**config.mk**
```make
export PLATFORM = sky130hd
export DESIGN_NAME = ctc_timer
export DESIGN_NICKNAME = d
export VERILOG_FILES = /design/src/rtl/tmr_pkg.sv /design/src/rtl/tmr_datapath.sv /design/src/rtl/tmr_ctrl.sv /design/src/rtl/ctc_timer.sv
export SDC_FILE = /design/constraint.sdc
export NUM_CORES = 1
export LEC_CHECK = 0
export ABC_CLOCK_PERIOD_IN_PS = 4590
export BUFFER_PORTS_ARGS = -buffer_cell sky130_fd_sc_hd__buf_2
export CAP_MARGIN = 30
export CORE_MARGIN = 2
export CORE_UTILIZATION = 35
export CTS_BUF_LIST = sky130_fd_sc_hd__clkbuf_4
export DETAILED_ROUTE_END_ITERATION = 12
export MAX_ROUTING_LAYER = met4
export PLACE_DENSITY = 0.75
export SYNTH_ARGS = -nofsm -noshare
export SYNTH_HDL_FRONTEND = slang
export SYNTH_SLANG_ARGS = --single-unit
```
**constraint.sdc**
```tcl
create_clock -name clk -period 4.59 [get_ports clk]
set_input_delay 0.918 -clock clk [delete_from_list [all_inputs] [get_ports clk]]
set_output_delay 0.918 -clock clk [all_outputs]
set_load 0.005 [all_outputs]
```
**src/rtl/tmr_pkg.sv**
```systemverilog
package tmr_pkg;

  // Strobes that the control sends to the datapath each cycle
  typedef struct packed {
    logic load;      // software load of the count
    logic advance;   // count moves this cycle
    logic clearTop;  // the move goes to zero instead of +1
  } tmrStrobe_t;

  // Comparison results that the datapath returns to the control
  typedef struct packed {
    logic atMax;
    logic eqA;
    logic eqCap;
  } tmrCmp_t;

  // Source of the top value
  typedef enum logic [1:0] {
    TOP_NONE = 2'd0,
    TOP_REGA = 2'd1,
    TOP_CAP  = 2'd2
  } topSrc_e;

  // Flag slots
  localparam int FLAG_N   = 3;
  localparam int FLG_OVF  = 0;
  localparam int FLG_A    = 1;
  localparam int FLG_CAP  = 2;

endpackage

```
**src/rtl/tmr_datapath.sv**
```systemverilog
module tmr_datapath
  import tmr_pkg::*;
#(
  parameter int CNT_W = 16
) (
  input  logic             clk,
  input  logic             rstN,
  input  tmrStrobe_t       strobe,
  input  logic [CNT_W-1:0] wrData,
  input  logic [CNT_W-1:0] cmpA,
  input  logic [CNT_W-1:0] capTop,
  output logic [CNT_W-1:0] count,
  output tmrCmp_t          cmp
);

  localparam logic [CNT_W-1:0] CNT_ZERO = '0;
  localparam logic [CNT_W-1:0] CNT_ONE  = CNT_W'(1);

  logic [CNT_W-1:0] countQ;
  logic [CNT_W-1:0] countNext;

  always_comb begin
    cmp.atMax = &countQ;
    cmp.eqA   = (countQ == cmpA);
    cmp.eqCap = (countQ == capTop);
  end

  always_comb begin
    countNext = countQ;
    if (strobe.load) begin
      countNext = wrData;
    end else if (strobe.advance) begin
      countNext = strobe.clearTop ? CNT_ZERO : (countQ + CNT_ONE);
    end
  end

  always_ff @(posedge clk) begin
    if (!rstN) countQ <= CNT_ZERO;
    else       countQ <= countNext;
  end

  assign count = countQ;

  // a load lands exactly the written value
  p_load_value_r7: assert property (@(posedge clk) disable iff (!rstN)
    strobe.load |=> countQ == $past(wrData));

  // an advance without clear is an increment of one
  p_step_one_r2: assert property (@(posedge clk) disable iff (!rstN)
    (strobe.advance && !strobe.clearTop && !strobe.load) |=> countQ == $past(countQ) + CNT_ONE);

  // no load and no advance leaves the count alone
  p_hold_r2: assert property (@(posedge clk) disable iff (!rstN)
    (!strobe.advance && !strobe.load) |=> $stable(countQ));

  // a clear on top lands at zero
  p_clear_zero_r5: assert property (@(posedge clk) disable iff (!rstN)
    (strobe.advance && strobe.clearTop && !strobe.load) |=> countQ == CNT_ZERO);

endmodule

```
**src/rtl/tmr_ctrl.sv**
```systemverilog
module tmr_ctrl
  import tmr_pkg::*;
#(
  parameter int                  MODE_W       = 4,
  parameter logic [MODE_W-1:0]   MODE_CTC_A   = MODE_W'(4),
  parameter logic [MODE_W-1:0]   MODE_CTC_CAP = MODE_W'(12)
) (
  input  logic              clk,
  input  logic              rstN,
  input  logic              tickEn,
  input  logic              cntWrEn,
  input  logic [MODE_W-1:0] modeSel,
  input  tmrCmp_t           cmp,
  input  logic              ovfClr,
  input  logic              cmpAClr,
  input  logic              capClr,
  output tmrStrobe_t        strobe,
  output logic              ovfFlag,
  output logic              cmpAFlag,
  output logic              capFlag,
  output logic              matchA,
  output logic              topMatch
);

  topSrc_e           topSrc;
  logic              advance;
  logic              topEq;
  logic [FLAG_N-1:0] setVec;
  logic [FLAG_N-1:0] clrVec;
  logic [FLAG_N-1:0] flagQ;

  // Mode decode: any code that is not a clear-on-compare code runs free
  always_comb begin
    if (modeSel == MODE_CTC_A)        topSrc = TOP_REGA;
    else if (modeSel == MODE_CTC_CAP) topSrc = TOP_CAP;
    else                              topSrc = TOP_NONE;
  end

  always_comb begin
    unique case (topSrc)
      TOP_REGA: topEq = cmp.eqA;
      TOP_CAP:  topEq = cmp.eqCap;
      default:  topEq = 1'b0;
    endcase
  end

  // A software load wins over the tick
  assign advance = tickEn & ~cntWrEn;

  always_comb begin
    strobe.load     = cntWrEn;
    strobe.advance  = advance;
    strobe.clearTop = topEq;
  end

  always_comb begin
    setVec[FLG_OVF] = advance & cmp.atMax;
    setVec[FLG_A]   = advance & topEq & (topSrc == TOP_REGA);
    setVec[FLG_CAP] = advance & topEq & (topSrc == TOP_CAP);
    clrVec[FLG_OVF] = ovfClr;
    clrVec[FLG_A]   = cmpAClr;
    clrVec[FLG_CAP] = capClr;
  end

  for (genvar i = 0; i < FLAG_N; i++) begin : g_flag
    logic flagR;
    always_ff @(posedge clk) begin
      if (!rstN) flagR <= 1'b0;
      else       flagR <= setVec[i] | (flagR & ~clrVec[i]);
    end
    assign flagQ[i] = flagR;

    // a flag with no clear strobe stays set
    p_flag_sticky_r9: assert property (@(posedge clk) disable iff (!rstN)
      (flagR && !clrVec[i]) |=> flagR);

    // set and clear together leave the flag set
    p_set_wins_r9: assert property (@(posedge clk) disable iff (!rstN)
      (setVec[i] && clrVec[i]) |=> flagR);

    // clear alone empties the flag
    p_clear_only_r9: assert property (@(posedge clk) disable iff (!rstN)
      (clrVec[i] && !setVec[i]) |=> !flagR);
  end

  assign ovfFlag  = flagQ[FLG_OVF];
  assign cmpAFlag = flagQ[FLG_A];
  assign capFlag  = flagQ[FLG_CAP];

  assign matchA   = advance & cmp.eqA;
  assign topMatch = advance & topEq;

  // rollover raises the overflow flag at that same edge
  p_ovf_on_wrap_r4: assert property (@(posedge clk) disable iff (!rstN)
    (advance && cmp.atMax) |=> ovfFlag);

  // free-running codes never clear on compare
  p_no_clear_free_r8: assert property (@(posedge clk) disable iff (!rstN)
    (modeSel != MODE_CTC_A && modeSel != MODE_CTC_CAP) |-> !strobe.clearTop);

  // a load cycle raises no flag
  p_load_no_set_r7: assert property (@(posedge clk) disable iff (!rstN)
    cntWrEn |-> (setVec == '0));

  // pulses appear only on an advancing tick
  p_pulse_tick_r10: assert property (@(posedge clk) disable iff (!rstN)
    (matchA || topMatch) |-> (tickEn && !cntWrEn));

endmodule

```
**src/rtl/ctc_timer.sv**
```systemverilog
module ctc_timer
  import tmr_pkg::*;
#(
  parameter int                CNT_W        = 16,
  parameter int                MODE_W       = 4,
  parameter logic [MODE_W-1:0] MODE_CTC_A   = MODE_W'(4),
  parameter logic [MODE_W-1:0] MODE_CTC_CAP = MODE_W'(12)
) (
  input  logic              clk,
  input  logic              rstN,
  input  logic              tickEn,
  input  logic [MODE_W-1:0] modeSel,
  input  logic              cntWrEn,
  input  logic [CNT_W-1:0]  cntWrData,
  input  logic [CNT_W-1:0]  cmpA,
  input  logic [CNT_W-1:0]  capTop,
  input  logic              ovfClr,
  input  logic              cmpAClr,
  input  logic              capClr,
  output logic [CNT_W-1:0]  count,
  output logic              ovfFlag,
  output logic              cmpAFlag,
  output logic              capFlag,
  output logic              matchA,
  output logic              topMatch
);

  tmrStrobe_t strobe;
  tmrCmp_t    cmp;

  tmr_ctrl #(
    .MODE_W      (MODE_W),
    .MODE_CTC_A  (MODE_CTC_A),
    .MODE_CTC_CAP(MODE_CTC_CAP)
  ) u_ctrl (
    .clk     (clk),
    .rstN    (rstN),
    .tickEn  (tickEn),
    .cntWrEn (cntWrEn),
    .modeSel (modeSel),
    .cmp     (cmp),
    .ovfClr  (ovfClr),
    .cmpAClr (cmpAClr),
    .capClr  (capClr),
    .strobe  (strobe),
    .ovfFlag (ovfFlag),
    .cmpAFlag(cmpAFlag),
    .capFlag (capFlag),
    .matchA  (matchA),
    .topMatch(topMatch)
  );

  tmr_datapath #(
    .CNT_W(CNT_W)
  ) u_dp (
    .clk   (clk),
    .rstN  (rstN),
    .strobe(strobe),
    .wrData(cntWrData),
    .cmpA  (cmpA),
    .capTop(capTop),
    .count (count),
    .cmp   (cmp)
  );

  // reset leaves a zero count and empty flags
  p_reset_state_r1: assert property (@(posedge clk)
    !rstN |=> (count == '0 && !ovfFlag && !cmpAFlag && !capFlag) || !rstN);

endmodule

```
==> flow_summary.toml <==
[run_status]
status = "finished clean"

[placed_design]
portBuffers = 79
place_area_um2 = 2020
hpwl_um = 3710
dp.cells = 308
post-place-ws_ns = 1.43
gp_congestion = 0.873

[grt]
grt_pass1_wl_um = 7730
grt_max_degree = 35
grt_pass1_vias = 1651
antenna_found_initial = 0
grt_use_total_pct = 19.1
overflow = 0

[final_layout]
stdcell_area_um2 = 2050
drive_gt1_share_pct = 36.4
mostFrequentLayoutCell = "buf_2"
antenna_cells = 0
final_cell_mix = "buf_2, xor2_1, dfxtp_1, a21oi_1, o32ai_1"
num-nets-final = 319
final-instance-count-excl-fill = 312
final_util_pct = 43.9
nFillCells = 470
area_growth_pct = 22.5

[timing]
fmax_ghz = 0.318
hold_viol = 0
timing.final.crit_share_pct = 68.6
slew_headroom_pct = 62.1
timing_max_transition_violations_final = 0
setup_viol = 0
holdWs_ns = 0.490
finalCriticalPeriod_ns = 3.15
fin_ws_ns = 1.44
clock-skew-final_ns = 0.00323
tightest_slew_ns = 0.561
setup-tns-final_ns = 0
rsz0062_at_grt = "false"

[synthesis]
synth.avg_cell_area_um2 = 8.57
ys_ff_latch = 19
syn_area_um2 = 1670
synth_area_leaders = "dfxtp_1, xor2_1, o32ai_1"
yosysWarningCount = 0
yosysTopAreaCell = "dfxtp_1"
netlist_instances = 195
yosysTopAreaCellShare_pct = 22.8
synth.distinct_cells = 37
async_flop_share_pct = 0
synth_edf_count = 0
synth.yosys.seq_area_share_pct = 22.8
synth_ff_type = "dfxtp_1"
syn-num-nets = 255

[clock_tree]
cts_num_sinks = 19
cts_setup_buffers = 0
cts_tree = "done"
clk_pin_slew_worst_paths_ns = 0.11
h-tree-depth = 1
clockRootBuffer = "clkbuf_4"
clkLatencyLatePin_ns = 0.30
cts_hold_buf = 0
cts_resized = 0
cts_buffer_depth = 2
cts_buffers = 3

[flow_run]
cap_violations = 0

[setup_path]
worstPathArrival_ns = 2.23
cpMostUsedCell = "buf_2"
critical_path_required_ns = 3.67
cp-start-kind = "input pin"
cp_slowest_cell = "nor4_1"
r2r-start = "u_dp.count[0]"
slowest_delay_ns = 0.35
r2r_end = "u_dp.count[14]"
end_kind = "output pin"
rrSetupSlack_ns = 2.52
crit_chain = "buf_2, xor2_1, nor4_1, nand4_2, o22ai_1, and2_1, buf_2"
ff2ff_path_depth = 6
path_max_fanout = 4
criticalPathCategory = "input pin to output pin"

[pwr]
p_total_mw = 0.403
peakVddDrop_mv = 0.0704
p_per_area_nw_per_um2 = 197
cellLeakagePower_nw = 0.847

[floorplanning]
io_pins = 80
die_h_um = 73.1
row_count = 25
start_util_pct = 35.8
die_w_um = 73.1
die_area_um2 = 5340
core_region_area_um2 = 4660

[route]
drt-wirelength-per-cell_um = 15.9
avgViaCountPerCell = 5.51
ant_nets = 0
dr.first_iter.drc_count = 64
drtPass1Iterations = 4
wirelength_um = 4950
drc = 0
vias = 1718

[min_path]
min_to = "u_ctrl.ovfFlag"
min_path_cells = 2
hold_start = "u_ctrl.ovfFlag"
hold_class = "flip-flop to flip-flop"
-- synth_stat cells, types with 2 or more instances --
library cell / instances
nor3b_1: 14
o22ai_1: 2
or2_1: 2
nand2b_1: 2
nand3b_1: 2
nor4_2: 7
nand4_1: 5
nand2_1: 8
o32ai_1: 15
dfxtp_1: 19
nand4b_1: 2
buf_2: 9
xnor2_1: 6
nand3_1: 6
clkbuf_1: 6
nor3_1: 3
buf_6: 4
a21oi_1: 16
xor2_1: 40
nor4_1: 4
inv_1: 2
nor2_1: 6
-- report_power, final --
| part | internal (mW) | leakage [nW] | total [mW] | switching, mW |
|---|---|---|---|---|
| sequential | 0.174 | 0.156 | 0.199 | 0.0252 |
| clock | 0.0398 | 0.0184 | 0.0928 | 0.0530 |
| combinational | 0.0564 | 0.673 | 0.111 | 0.0545 |
-- logic make-up after synthesis --
kind of cell	synth area share, %
AO/OA/AOI/OAI	16.7
XOR/XNOR	24.1
adder cells (fa/ha/maj)	0.749
buffers and inverters	7.64
flip-flops	22.8
AND/OR/NAND/NOR	28.0
-- registers in the layout, indices dropped and copies added, names as in the netlist --
signal           flops
u_ctrl.capFlag       1
u_ctrl.ovfFlag       1
u_dp.count          16
u_ctrl.cmpAFlag      1
-- worst max-delay path, delay by kind of cell --
kind / cells / cell delay, ns
buffers and inverters: 2 / 0.21
AOI/OAI and AO/OA: 1 / 0.21
and+or+nand+nor: 3 / 0.76
xor gates and xnor gates: 1 / 0.13
-- layout make-up --
class | count | area, um2 | share of cell area [%]
multi-input cells | 153 | 1160 | 56.8
clock buffers | 4 | 30.0 | 1.47
well taps | 54 | 67.6 | 3.30
inverters | 3 | 11.3 | 0.550
repair buffers | 79 | 395 | 19.3
flip-flops and latches | 19 | 380 | 18.6
-- per-layer routing --
layer	track usage, %	routed length, um	up-vias
li1	-	-	845
met1	24.8	2220	791
met2	31.1	2330	73
met3	2.07	324	9
met4	5.56	76	0
met5	-	0	-
-- how the worst max path moves through the flow --
stage,start,endpoint,slack (ns),cells after the start
finish,cmpA[15],topMatch,1.44,7
global route,cmpA[1],topMatch,1.31,7
CTS,cmpA[15],topMatch,1.43,7
detailed placement,cmpA[15],topMatch,1.43,7
global placement,cmpA[15],topMatch,1.43,7
floorplan,cmpA[15],topMatch,1.79,5
Power figures use the tool's default switching activity.
